===== src/rtl/rro_pkg.sv =====
// Package rro_pkg
// Shared types for the token-chained readout controller.
// Assumes: nothing beyond IEEE 1800-2017.
package rro_pkg;

    // Phases of the power-pulsed cycle.
    typedef enum logic [1:0] {
        PH_OFF  = 2'd0,   // powered down, waiting for acq_start
        PH_ACQ  = 2'd1,   // recording event words
        PH_CONV = 2'd2,   // conversion done or running, waiting for token
        PH_SEND = 2'd3    // shifting the frame onto the shared line
    } rro_phase_t;

endpackage


===== src/rtl/rro_event_store.sv =====
// Module rro_event_store
// Small register store for event words captured during acquisition.
// Words are kept in arrival order; writes beyond DEPTH are dropped.
// Assumes: clr and wr_en are never asserted together by the sequencer;
// CNT_W is wide enough to hold DEPTH.
module rro_event_store #(
    parameter int WORD_W = 16,
    parameter int DEPTH  = 4,
    parameter int CNT_W  = 8,
    localparam int IDX_W = (DEPTH > 1) ? $clog2(DEPTH) : 1
) (
    input  logic              clk,
    input  logic              rst_n,
    input  logic              clr,
    input  logic              wr_en,
    input  logic [WORD_W-1:0] wr_data,
    input  logic [IDX_W-1:0]  rd_idx,
    output logic [CNT_W-1:0]  count,
    output logic [WORD_W-1:0] rd_data
);

    logic [WORD_W-1:0] slot [DEPTH];
    logic              has_room;

    assign has_room = (count < CNT_W'(DEPTH));

    // Track the number of stored words, saturating at DEPTH.
    always_ff @(posedge clk) begin
        if (!rst_n || clr) begin
            count <= '0;
        end else if (wr_en && has_room) begin
            count <= count + 1'b1;
        end
    end

    // One register per slot; a slot is written when it is the next free one.
    for (genvar g = 0; g < DEPTH; g++) begin : g_slot
        always_ff @(posedge clk) begin
            if (!rst_n) begin
                slot[g] <= '0;
            end else if (wr_en && has_room && (count == CNT_W'(g))) begin
                slot[g] <= wr_data;
            end
        end
    end

    // Read port: the sequencer picks the word to serialise.
    always_comb begin
        rd_data = slot[0];
        for (int i = 1; i < DEPTH; i++) begin
            if (rd_idx == IDX_W'(i)) rd_data = slot[i];
        end
    end

endmodule


===== src/rtl/rro_serializer.sv =====
// Module rro_serializer
// Parallel-load, MSB-first shift register feeding the serial line.
// Assumes: a load takes priority over a shift in the same clock.
module rro_serializer #(
    parameter int SH_W = 16
) (
    input  logic            clk,
    input  logic            rst_n,
    input  logic            load,
    input  logic [SH_W-1:0] load_data,
    input  logic            shift,
    output logic            msb
);

    logic [SH_W-1:0] sr;

    // Load a new segment or move the next bit to the top.
    always_ff @(posedge clk) begin
        if (!rst_n) begin
            sr <= '0;
        end else if (load) begin
            sr <= load_data;
        end else if (shift) begin
            sr <= sr << 1;
        end
    end

    assign msb = sr[SH_W-1];

endmodule


===== src/rtl/rro_sequencer.sv =====
// Module rro_sequencer
// Phase machine for one chip: power envelope, acquisition window,
// token handling and frame segmentation (header, then each word).
// Assumes: the header is HDR_W bits and each word WORD_W bits; the
// serializer is loaded in the same clock as a segment starts.
module rro_sequencer
    import rro_pkg::*;
#(
    parameter int HDR_W  = 16,
    parameter int WORD_W = 16,
    parameter int DEPTH  = 4,
    parameter int CNT_W  = 8,
    localparam int SH_W  = (HDR_W > WORD_W) ? HDR_W : WORD_W,
    localparam int BL_W  = $clog2(SH_W + 1),
    localparam int IDX_W = (DEPTH > 1) ? $clog2(DEPTH) : 1
) (
    input  logic             clk,
    input  logic             rst_n,
    input  logic             acq_start,
    input  logic             conv_start,
    input  logic             ro_start,
    input  logic [CNT_W-1:0] ev_count,
    output logic             store_clr,
    output logic             store_wr_ok,
    output logic             load_hdr,
    output logic             load_word,
    output logic             shift,
    output logic [IDX_W-1:0] rd_idx,
    output logic             tx_on,
    output logic             ro_end,
    output logic             pwr_en
);

    rro_phase_t       phase;
    logic [BL_W-1:0]  bits_left;
    logic [CNT_W-1:0] word_idx;
    logic             seg_last;
    logic             more_words;
    logic             token_empty;
    logic             token_data;

    assign seg_last    = (bits_left == BL_W'(1));
    assign more_words  = (word_idx < ev_count);
    assign token_empty = (phase == PH_CONV) && ro_start && (ev_count == '0);
    assign token_data  = (phase == PH_CONV) && ro_start && (ev_count != '0);

    // Control strobes toward the store and the serializer.
    always_comb begin
        store_clr   = (phase == PH_OFF) && acq_start;
        store_wr_ok = (phase == PH_ACQ);
        load_hdr    = token_data;
        load_word   = (phase == PH_SEND) && seg_last && more_words;
        shift       = (phase == PH_SEND) && !seg_last;
        rd_idx      = word_idx[IDX_W-1:0];
    end

    // Phase transitions of the power-pulsed cycle.
    always_ff @(posedge clk) begin
        if (!rst_n) begin
            phase <= PH_OFF;
        end else begin
            unique case (phase)
                PH_OFF:  if (acq_start)  phase <= PH_ACQ;
                PH_ACQ:  if (conv_start) phase <= PH_CONV;
                PH_CONV: begin
                    if (token_empty)     phase <= PH_OFF;
                    else if (token_data) phase <= PH_SEND;
                end
                PH_SEND: if (seg_last && !more_words) phase <= PH_OFF;
                default: phase <= PH_OFF;
            endcase
        end
    end

    // Bit count of the current segment and index of the next word.
    always_ff @(posedge clk) begin
        if (!rst_n) begin
            bits_left <= '0;
            word_idx  <= '0;
        end else if (load_hdr) begin
            bits_left <= BL_W'(HDR_W);
            word_idx  <= '0;
        end else if (load_word) begin
            bits_left <= BL_W'(WORD_W);
            word_idx  <= word_idx + 1'b1;
        end else if (shift) begin
            bits_left <= bits_left - 1'b1;
        end
    end

    // Token output: one clock after an empty token or after the last bit.
    always_ff @(posedge clk) begin
        if (!rst_n) begin
            ro_end <= 1'b0;
        end else begin
            ro_end <= token_empty ||
                      ((phase == PH_SEND) && seg_last && !more_words);
        end
    end

    assign tx_on  = (phase == PH_SEND);
    assign pwr_en = (phase != PH_OFF);

endmodule


===== src/rtl/ring_readout_ctrl.sv =====
// Module ring_readout_ctrl
// Per-chip controller of a token-chained readout: captures event words,
// waits for the token, sends {chip_id, count, words} MSB first on the
// shared line, then passes the token on. Empty chips forward at once.
// Assumes: the count field is CNT_W bits and DEPTH fits in it.
module ring_readout_ctrl #(
    parameter int ID_W   = 8,
    parameter int CNT_W  = 8,
    parameter int WORD_W = 16,
    parameter int DEPTH  = 4
) (
    input  logic              clk,
    input  logic              rst_n,
    input  logic [ID_W-1:0]   chip_id,
    input  logic              acq_start,
    input  logic              conv_start,
    input  logic              hit_valid,
    input  logic [WORD_W-1:0] hit_word,
    input  logic              ro_start,
    output logic              ser_out,
    output logic              tx_on,
    output logic              ro_end,
    output logic              pwr_en
);

    localparam int HDR_W = ID_W + CNT_W;
    localparam int SH_W  = (HDR_W > WORD_W) ? HDR_W : WORD_W;
    localparam int IDX_W = (DEPTH > 1) ? $clog2(DEPTH) : 1;

    logic              store_clr;
    logic              store_wr_ok;
    logic              load_hdr;
    logic              load_word;
    logic              shift;
    logic [IDX_W-1:0]  rd_idx;
    logic [CNT_W-1:0]  ev_count;
    logic [WORD_W-1:0] rd_word;
    logic [SH_W-1:0]   seg_data;
    logic              sh_msb;

    rro_sequencer #(
        .HDR_W (HDR_W),
        .WORD_W(WORD_W),
        .DEPTH (DEPTH),
        .CNT_W (CNT_W)
    ) u_seq (
        .clk        (clk),
        .rst_n      (rst_n),
        .acq_start  (acq_start),
        .conv_start (conv_start),
        .ro_start   (ro_start),
        .ev_count   (ev_count),
        .store_clr  (store_clr),
        .store_wr_ok(store_wr_ok),
        .load_hdr   (load_hdr),
        .load_word  (load_word),
        .shift      (shift),
        .rd_idx     (rd_idx),
        .tx_on      (tx_on),
        .ro_end     (ro_end),
        .pwr_en     (pwr_en)
    );

    rro_event_store #(
        .WORD_W(WORD_W),
        .DEPTH (DEPTH),
        .CNT_W (CNT_W)
    ) u_store (
        .clk    (clk),
        .rst_n  (rst_n),
        .clr    (store_clr),
        .wr_en  (hit_valid && store_wr_ok),
        .wr_data(hit_word),
        .rd_idx (rd_idx),
        .count  (ev_count),
        .rd_data(rd_word)
    );

    // Left-align the next segment in the shift register.
    always_comb begin
        if (load_hdr) seg_data = SH_W'({chip_id, ev_count}) << (SH_W - HDR_W);
        else          seg_data = SH_W'(rd_word) << (SH_W - WORD_W);
    end

    rro_serializer #(
        .SH_W(SH_W)
    ) u_ser (
        .clk      (clk),
        .rst_n    (rst_n),
        .load     (load_hdr || load_word),
        .load_data(seg_data),
        .shift    (shift),
        .msb      (sh_msb)
    );

    assign ser_out = tx_on & sh_msb;

endmodule


===== config.mk =====
export PLATFORM = sky130hd
export DESIGN_NAME = ring_readout_ctrl
export DESIGN_NICKNAME = d
export VERILOG_FILES = /design/src/rtl/rro_pkg.sv /design/src/rtl/rro_event_store.sv /design/src/rtl/rro_serializer.sv /design/src/rtl/rro_sequencer.sv /design/src/rtl/ring_readout_ctrl.sv
export SDC_FILE = /design/constraint.sdc
export NUM_CORES = 1
export LEC_CHECK = 0
export CAP_MARGIN = 20
export CORE_MARGIN = 4
export CORE_UTILIZATION = 40
export DETAILED_ROUTE_END_ITERATION = 10
export HOLD_SLACK_MARGIN = 0.03
export SLEW_MARGIN = 40
export SYNTH_ARGS = -nofsm -noshare
export SYNTH_HDL_FRONTEND = slang
export SYNTH_HIERARCHICAL = 1
export SYNTH_SLANG_ARGS = --single-unit

===== constraint.sdc =====
create_clock -name clk -period 4.65 [get_ports clk]
set_input_delay 0.465 -clock clk [delete_from_list [all_inputs] [get_ports clk]]
set_output_delay 0.465 -clock clk [all_outputs]
set_load 0.05 [all_outputs]

==> results.cfg, run 1 <==
[grt]
grt_overflow = 0
grt_antenna_before_repair = 0
track_usage = 0.1502
grt_max_degree = 33
grt_pass1_vias = 3329
grt_first_pass_wirelength_um = 17220

[timing]
clock_skew_ns = 0.007551
hold_viol = 0
final_max_slew_viol_count = 0
setup_violations = 0
worst_pin_slew_ns = 0.7708
setup_tns_ns = 0
hold_slack_ns = 0.5163
fin_crit_ns = 2.949
fmax_mhz = 339.1
relSlewSlack = 0.4856
post-route-period-util = 0.6343
grt_setup_unrepaired = false

[drt]
ant_nets = 0
drt_iter0_markers = 227
wl_um = 10800
wl_per_cell_um = 17.04
vias = 3254
vias_per_cell = 5.132
firstDrtPassIters = 4
drc = 0

[pwr]
p_switching_mw = 0.5240
p_total_mw = 2.046
p_leak_nw = 2.380
power_density_nw_per_um2 = 335.7
cell_internal_pwr_mw = 1.522
combPwrFrac = 0.131
p_clk_frac = 0.356
seq_power_share = 0.513
ir_drop_v = 0.0002888
swShare = 0.2561

[critical_path]
critPathCaptureType = flop
cp-start-kind = flop
cp_max_fo = 12
crit_chain = inv_1 > nor2_1 > and2_1 > or4b_4 > or2_0 > o21ai_1 > buf_4
r2r-start = u_seq/phase[0]
crit_family = simple AND/OR/NAND/NOR gates
cp_data_arrival_time_ns = 3.00
crit_buf_inv = 2
critPathRequiredTime_ns = 4.70
critical_path_class = flop to flop
cpMaxStageDelayCell = or4b_4
cp-startpoint = u_seq/phase[0]
rrSetupSlack_ns = 1.70
critPathMaxStageDelay_ns = 0.56

[die]
core_um2 = 13190
initial_utilization = 0.4081
dieArea_um2 = 15380
fp.dieH_um = 124
chipWidth_um = 124
fp-row-count = 42
io_pins = 34

[yosys]
synth-seq-area-share = 0.5058
yosys_register_bits = 104
yosysTopAreaCell = edfxtp_1
syn_nets = 469
syn_inst = 425
synth-async-reset-ratio = 0
yosys-top-cells-area = edfxtp_1 (36%), dfxtp_1 (15%), and2_1 (8.5%)
yosysTopAreaCellShare = 0.3570
yosysMostFrequentCell = and2_1
synth-edff-count = 64
synth-main-ff-cell = edfxtp_1
synth_common_cells = and2_1 (73), edfxtp_1 (64), dfxtp_1 (40)
syn_area_um2 = 5383
syn_avg_cell_area_um2 = 12.67
ys_warn_count = 6
yosysUniqueCellTypes = 53

[job]
maxCapViolCount = 0

[clocking]
post-cts-setup-buffer-count = 0
cts_resized = 0
htree_num_levels = 3
numCtsBuffers = 9
clockBufferDepth = 2
clock_latency_ns = 0.35
cts-root-buf = clkbuf_16
numClockSinks = 104
cts.reportedPaths.clkPinSlew_ns = 0.07
tritoncts = done
hold_buffers = 0

[cells_and_area]
final_util = 0.4620
final_nets = 497
final_layout_size_suffix_gt1_frac = 0.1790
n_antenna_cell = 0
area_growth_pct = 13.20
fill_cells = 1167

[placement]
portBuffers = 33
globalplace.congestion = 0.8368
dp.final_hpwl_um = 7236

[hold_path]
min_path_type = flop to flop
min_from = u_seq/word_idx[5]

[outcome]
outcome = finished clean
-- worst min-delay path: cells and delay by family (launching register included) --
kind / cells / cell delay (ns)
DFF: 1 / 0.34
AOI/OAI and AO/OA: 2 / 0.12
-- registers in the layout, indices dropped and copies added, names as in the netlist --
register	cells
u_seq/ro_end	1
u_seq/word_idx	8
u_store/slot	64
u_seq/phase	2
u_seq/bits_left	5
u_ser/sr	16
u_store/count	8
-- final timing paths --
| check | depth (start not counted) | endpoint |
|---|---|---|
| worst max-delay path | 7 | u_store/slot[3][3] |
| worst min-delay path | 2 | u_seq/word_idx[5] |
| worst max register to register | 7 | u_store/slot[3][3] |
| worst min register to register | 2 | u_seq/word_idx[5] |
-- metal layers --
metal / vias to the layer above / wire [um] / track usage
met4: 0 / 110 / 0.05407
met3: 7 / 466 / 0.03542
met5: - / 0 / 0
met1: 1597 / 4832 / 0.1948
met2: 57 / 5396 / 0.2464
li1: 1593 / - / -
-- metrics by stage --
| step | instances | setup WS (ns) | instance area, um2 |
|---|---|---|---|
| 2_1_floorplan | 425 | 1.402 | 5383 |
| 3_3_place_gp | 616 | 1.577 | 5788 |
| 4_1_cts | 634 | 1.729 | 6092 |
| 5_1_grt | 634 | 1.497 | 6093 |
| 3_5_place_dp | 618 | 1.634 | 5809 |
| 6_report | 634 | 1.701 | 6093 |
-- kinds of logic (layout without fill, tap and decap cells) --
family,count (synthesis),in the layout,synth area share
AOI/OAI and AO/OA,55,55,0.08089
xor gates and xnor gates,4,4,0.006510
adders and majority gates,14,14,0.03254
buffers and inverters,47,80,0.05253
DFF,104,104,0.5058
muxes,49,49,0.1481
and+or+nand+nor,152,152,0.1736
-- layout by cell type (no fill, tap or decap), types with 13 or more instances in the layout --
cell type,count
and2_1,73
clkdlybuf4s50_1,32
dfxtp_1,40
edfxtp_1,64
ha_1,14
inv_1,23
mux2_2,13
mux2_4,18
mux4_2,16
nand2_1,20
nand2b_1,17
o211a_1,16
-- final cells by class --
cell class | count | area, um2 | area share
Sequential cell | 104 | 2723 | 0.4468
Clock inverter | 7 | 57.56 | 0.009446
Multi-Input combinational cell | 274 | 2385 | 0.3914
Timing Repair Buffer | 41 | 396.6 | 0.06509
Clock buffer | 9 | 225.2 | 0.03696
Tap cell | 176 | 220.2 | 0.03614
Inverter | 23 | 86.33 | 0.01417
-- power groups by stage --
stage               sequential (mW)  combinational (mW)  clock (mW)
global placement               1.07               0.261           0
CTS                            1.05               0.269       0.751
finish                         1.05               0.269       0.728
detailed placement             1.07               0.268           0
floorplan                      1.06               0.189           0
global route                   1.05               0.292       0.778
(Power assumes the default switching activity.)
==> inputs of run 2 (changes only) <==
==> constraint.sdc (replaced) <==
create_clock -name clk -period 2.85 [get_ports clk]
set_input_delay 0.285 -clock clk [delete_from_list [all_inputs] [get_ports clk]]
set_output_delay 0.285 -clock clk [all_outputs]
set_load 0.05 [all_outputs]
==> results.cfg, run 2 (synthesized netlist as in run 1, its figures left out) <==
[clocking]
numClockSinks = 104
htree_num_levels = 3
cts_resized = 0
cts.reportedPaths.clkPinSlew_ns = 0.07
post-cts-setup-buffer-count = 0
tritoncts = done
clockBufferDepth = 2
hold_buffers = 0
clock_latency_ns = 0.34
numCtsBuffers = 9
cts-root-buf = clkbuf_16

[timing]
setup_violations = 0
worst_pin_slew_ns = 0.6915
grt_setup_unrepaired = false
fin_crit_ns = 2.640
relSlewSlack = 0.5381
post-route-period-util = 0.9262
fmax_mhz = 378.8
clock_skew_ns = 0.005941
hold_viol = 0
fin_ws_ns = 0.2102
final_max_slew_viol_count = 0
hold_slack_ns = 0.5014

[cells_and_area]
mostFrequentLayoutCells = and2_1 (73), edfxtp_1 (64), dfxtp_1 (40)
n_antenna_cell = 0
fill_cells = 1168
area_growth_pct = 14.67
reg_top3 = u_store/slot: 64 flops, u_ser/sr: 16 flops
design_area_um2 = 6172
final_util = 0.4679
top_register = u_store/slot
ff_latch_area_um2 = 2723
multi_input_area_um2 = 2385
largest_reg_flops = 64
final_layout_size_suffix_gt1_frac = 0.1836
final_common_cell = and2_1
final_nets = 503

[die]
fp-row-count = 42
dieArea_um2 = 15380
initial_utilization = 0.4081
core_um2 = 13190
chipWidth_um = 124
fp.dieH_um = 124
io_pins = 34

[critical_path]
ff2ff_path_depth = 7
critPathCaptureType = flop
cp_max_fo = 10
cp_data_arrival_time_ns = 2.68
cp-start-kind = flop
critPathRequiredTime_ns = 2.89
critical_path_class = flop to flop

[pwr]
power_density_nw_per_um2 = 557.3
p_switching_mw = 0.7976
ir_drop_v = 0.0003852
p_clk_frac = 0.372
seq_power_share = 0.498
combPwrFrac = 0.129
cell_internal_pwr_mw = 2.642
swShare = 0.2319
p_total_mw = 3.440
p_leak_nw = 2.422

[placement]
globalplace.congestion = 0.8016
portBuffers = 33
dp.final_hpwl_um = 7481
place_area_um2 = 5861
place_ws_ns = 0.3020

[grt]
grt_max_degree = 32
grt_antenna_before_repair = 0
grt_pass1_vias = 3291
grt_first_pass_wirelength_um = 17030
grt_overflow = 0
track_usage = 0.1445

[drt]
wl_um = 10430
vias_per_cell = 5.108
vias = 3264
wl_per_cell_um = 16.32
ant_nets = 0
drc = 0
firstDrtPassIters = 4
drt_iter0_markers = 185

[job]
maxCapViolCount = 0

[hold_path]
whs_path_depth = 2
min_path_type = flop to flop

[outcome]
outcome = finished clean
[run 2: per-layer routing]
| metal | track usage | wire length [um] | part of all wire | vias up |
|---|---|---|---|---|
| met4 | 0.03285 | 93 | 0.0089 | 0 |
| met3 | 0.02952 | 537 | 0.051 | 9 |
| met5 | 0 | 0 | 0 | - |
| li1 | - | - | - | 1603 |
| met1 | 0.1932 | 4706 | 0.45 | 1577 |
| met2 | 0.2430 | 5091 | 0.49 | 75 |
[run 2: worst max-delay path: stages (launching register included)]
cell and delay [ns]:
dfxtp_1 0.43, inv_1 0.17, nor2_1 0.23, and2_1 0.15, or4b_4 0.47, or2_0 0.38
o21ai_1 0.26, buf_4 0.24
[run 2: cell type report]
| cell class | count | area share |
|---|---|---|
| Multi-Input combinational cell | 274 | 0.3864 |
| Tap cell | 176 | 0.03568 |
| Clock buffer | 9 | 0.03649 |
| Timing Repair Buffer | 47 | 0.07257 |
| Sequential cell | 104 | 0.4411 |
| Clock inverter | 6 | 0.01378 |
| Inverter | 23 | 0.01399 |
[run 2: power groups by stage]
stage	sequential, mW	combinational, mW	clock (mW)
after floorplan	1.73	0.308	0
after global placement	1.74	0.438	0
after detailed placement	1.75	0.444	0
after CTS	1.71	0.446	1.32
after global routing	1.72	0.481	1.37
final	1.71	0.445	1.28
[run 2: final timing paths]
kind | start | end | slack, ns
worst max-delay path | u_seq/phase[0] | u_store/slot[1][1] | 0.21
worst min-delay path | u_seq/word_idx[7] | u_seq/word_idx[7] | 0.50
worst max register to register | u_seq/phase[0] | u_store/slot[1][1] | 0.21
worst min register to register | u_seq/word_idx[7] | u_seq/word_idx[7] | 0.50
[run 2: stage by stage]
step           std cells  setup TNS [ns]
3_3_place_gp         624               0
6_report             639               0
2_1_floorplan        425          -25.47
3_5_place_dp         624               0
5_1_grt              639               0
4_1_cts              639               0
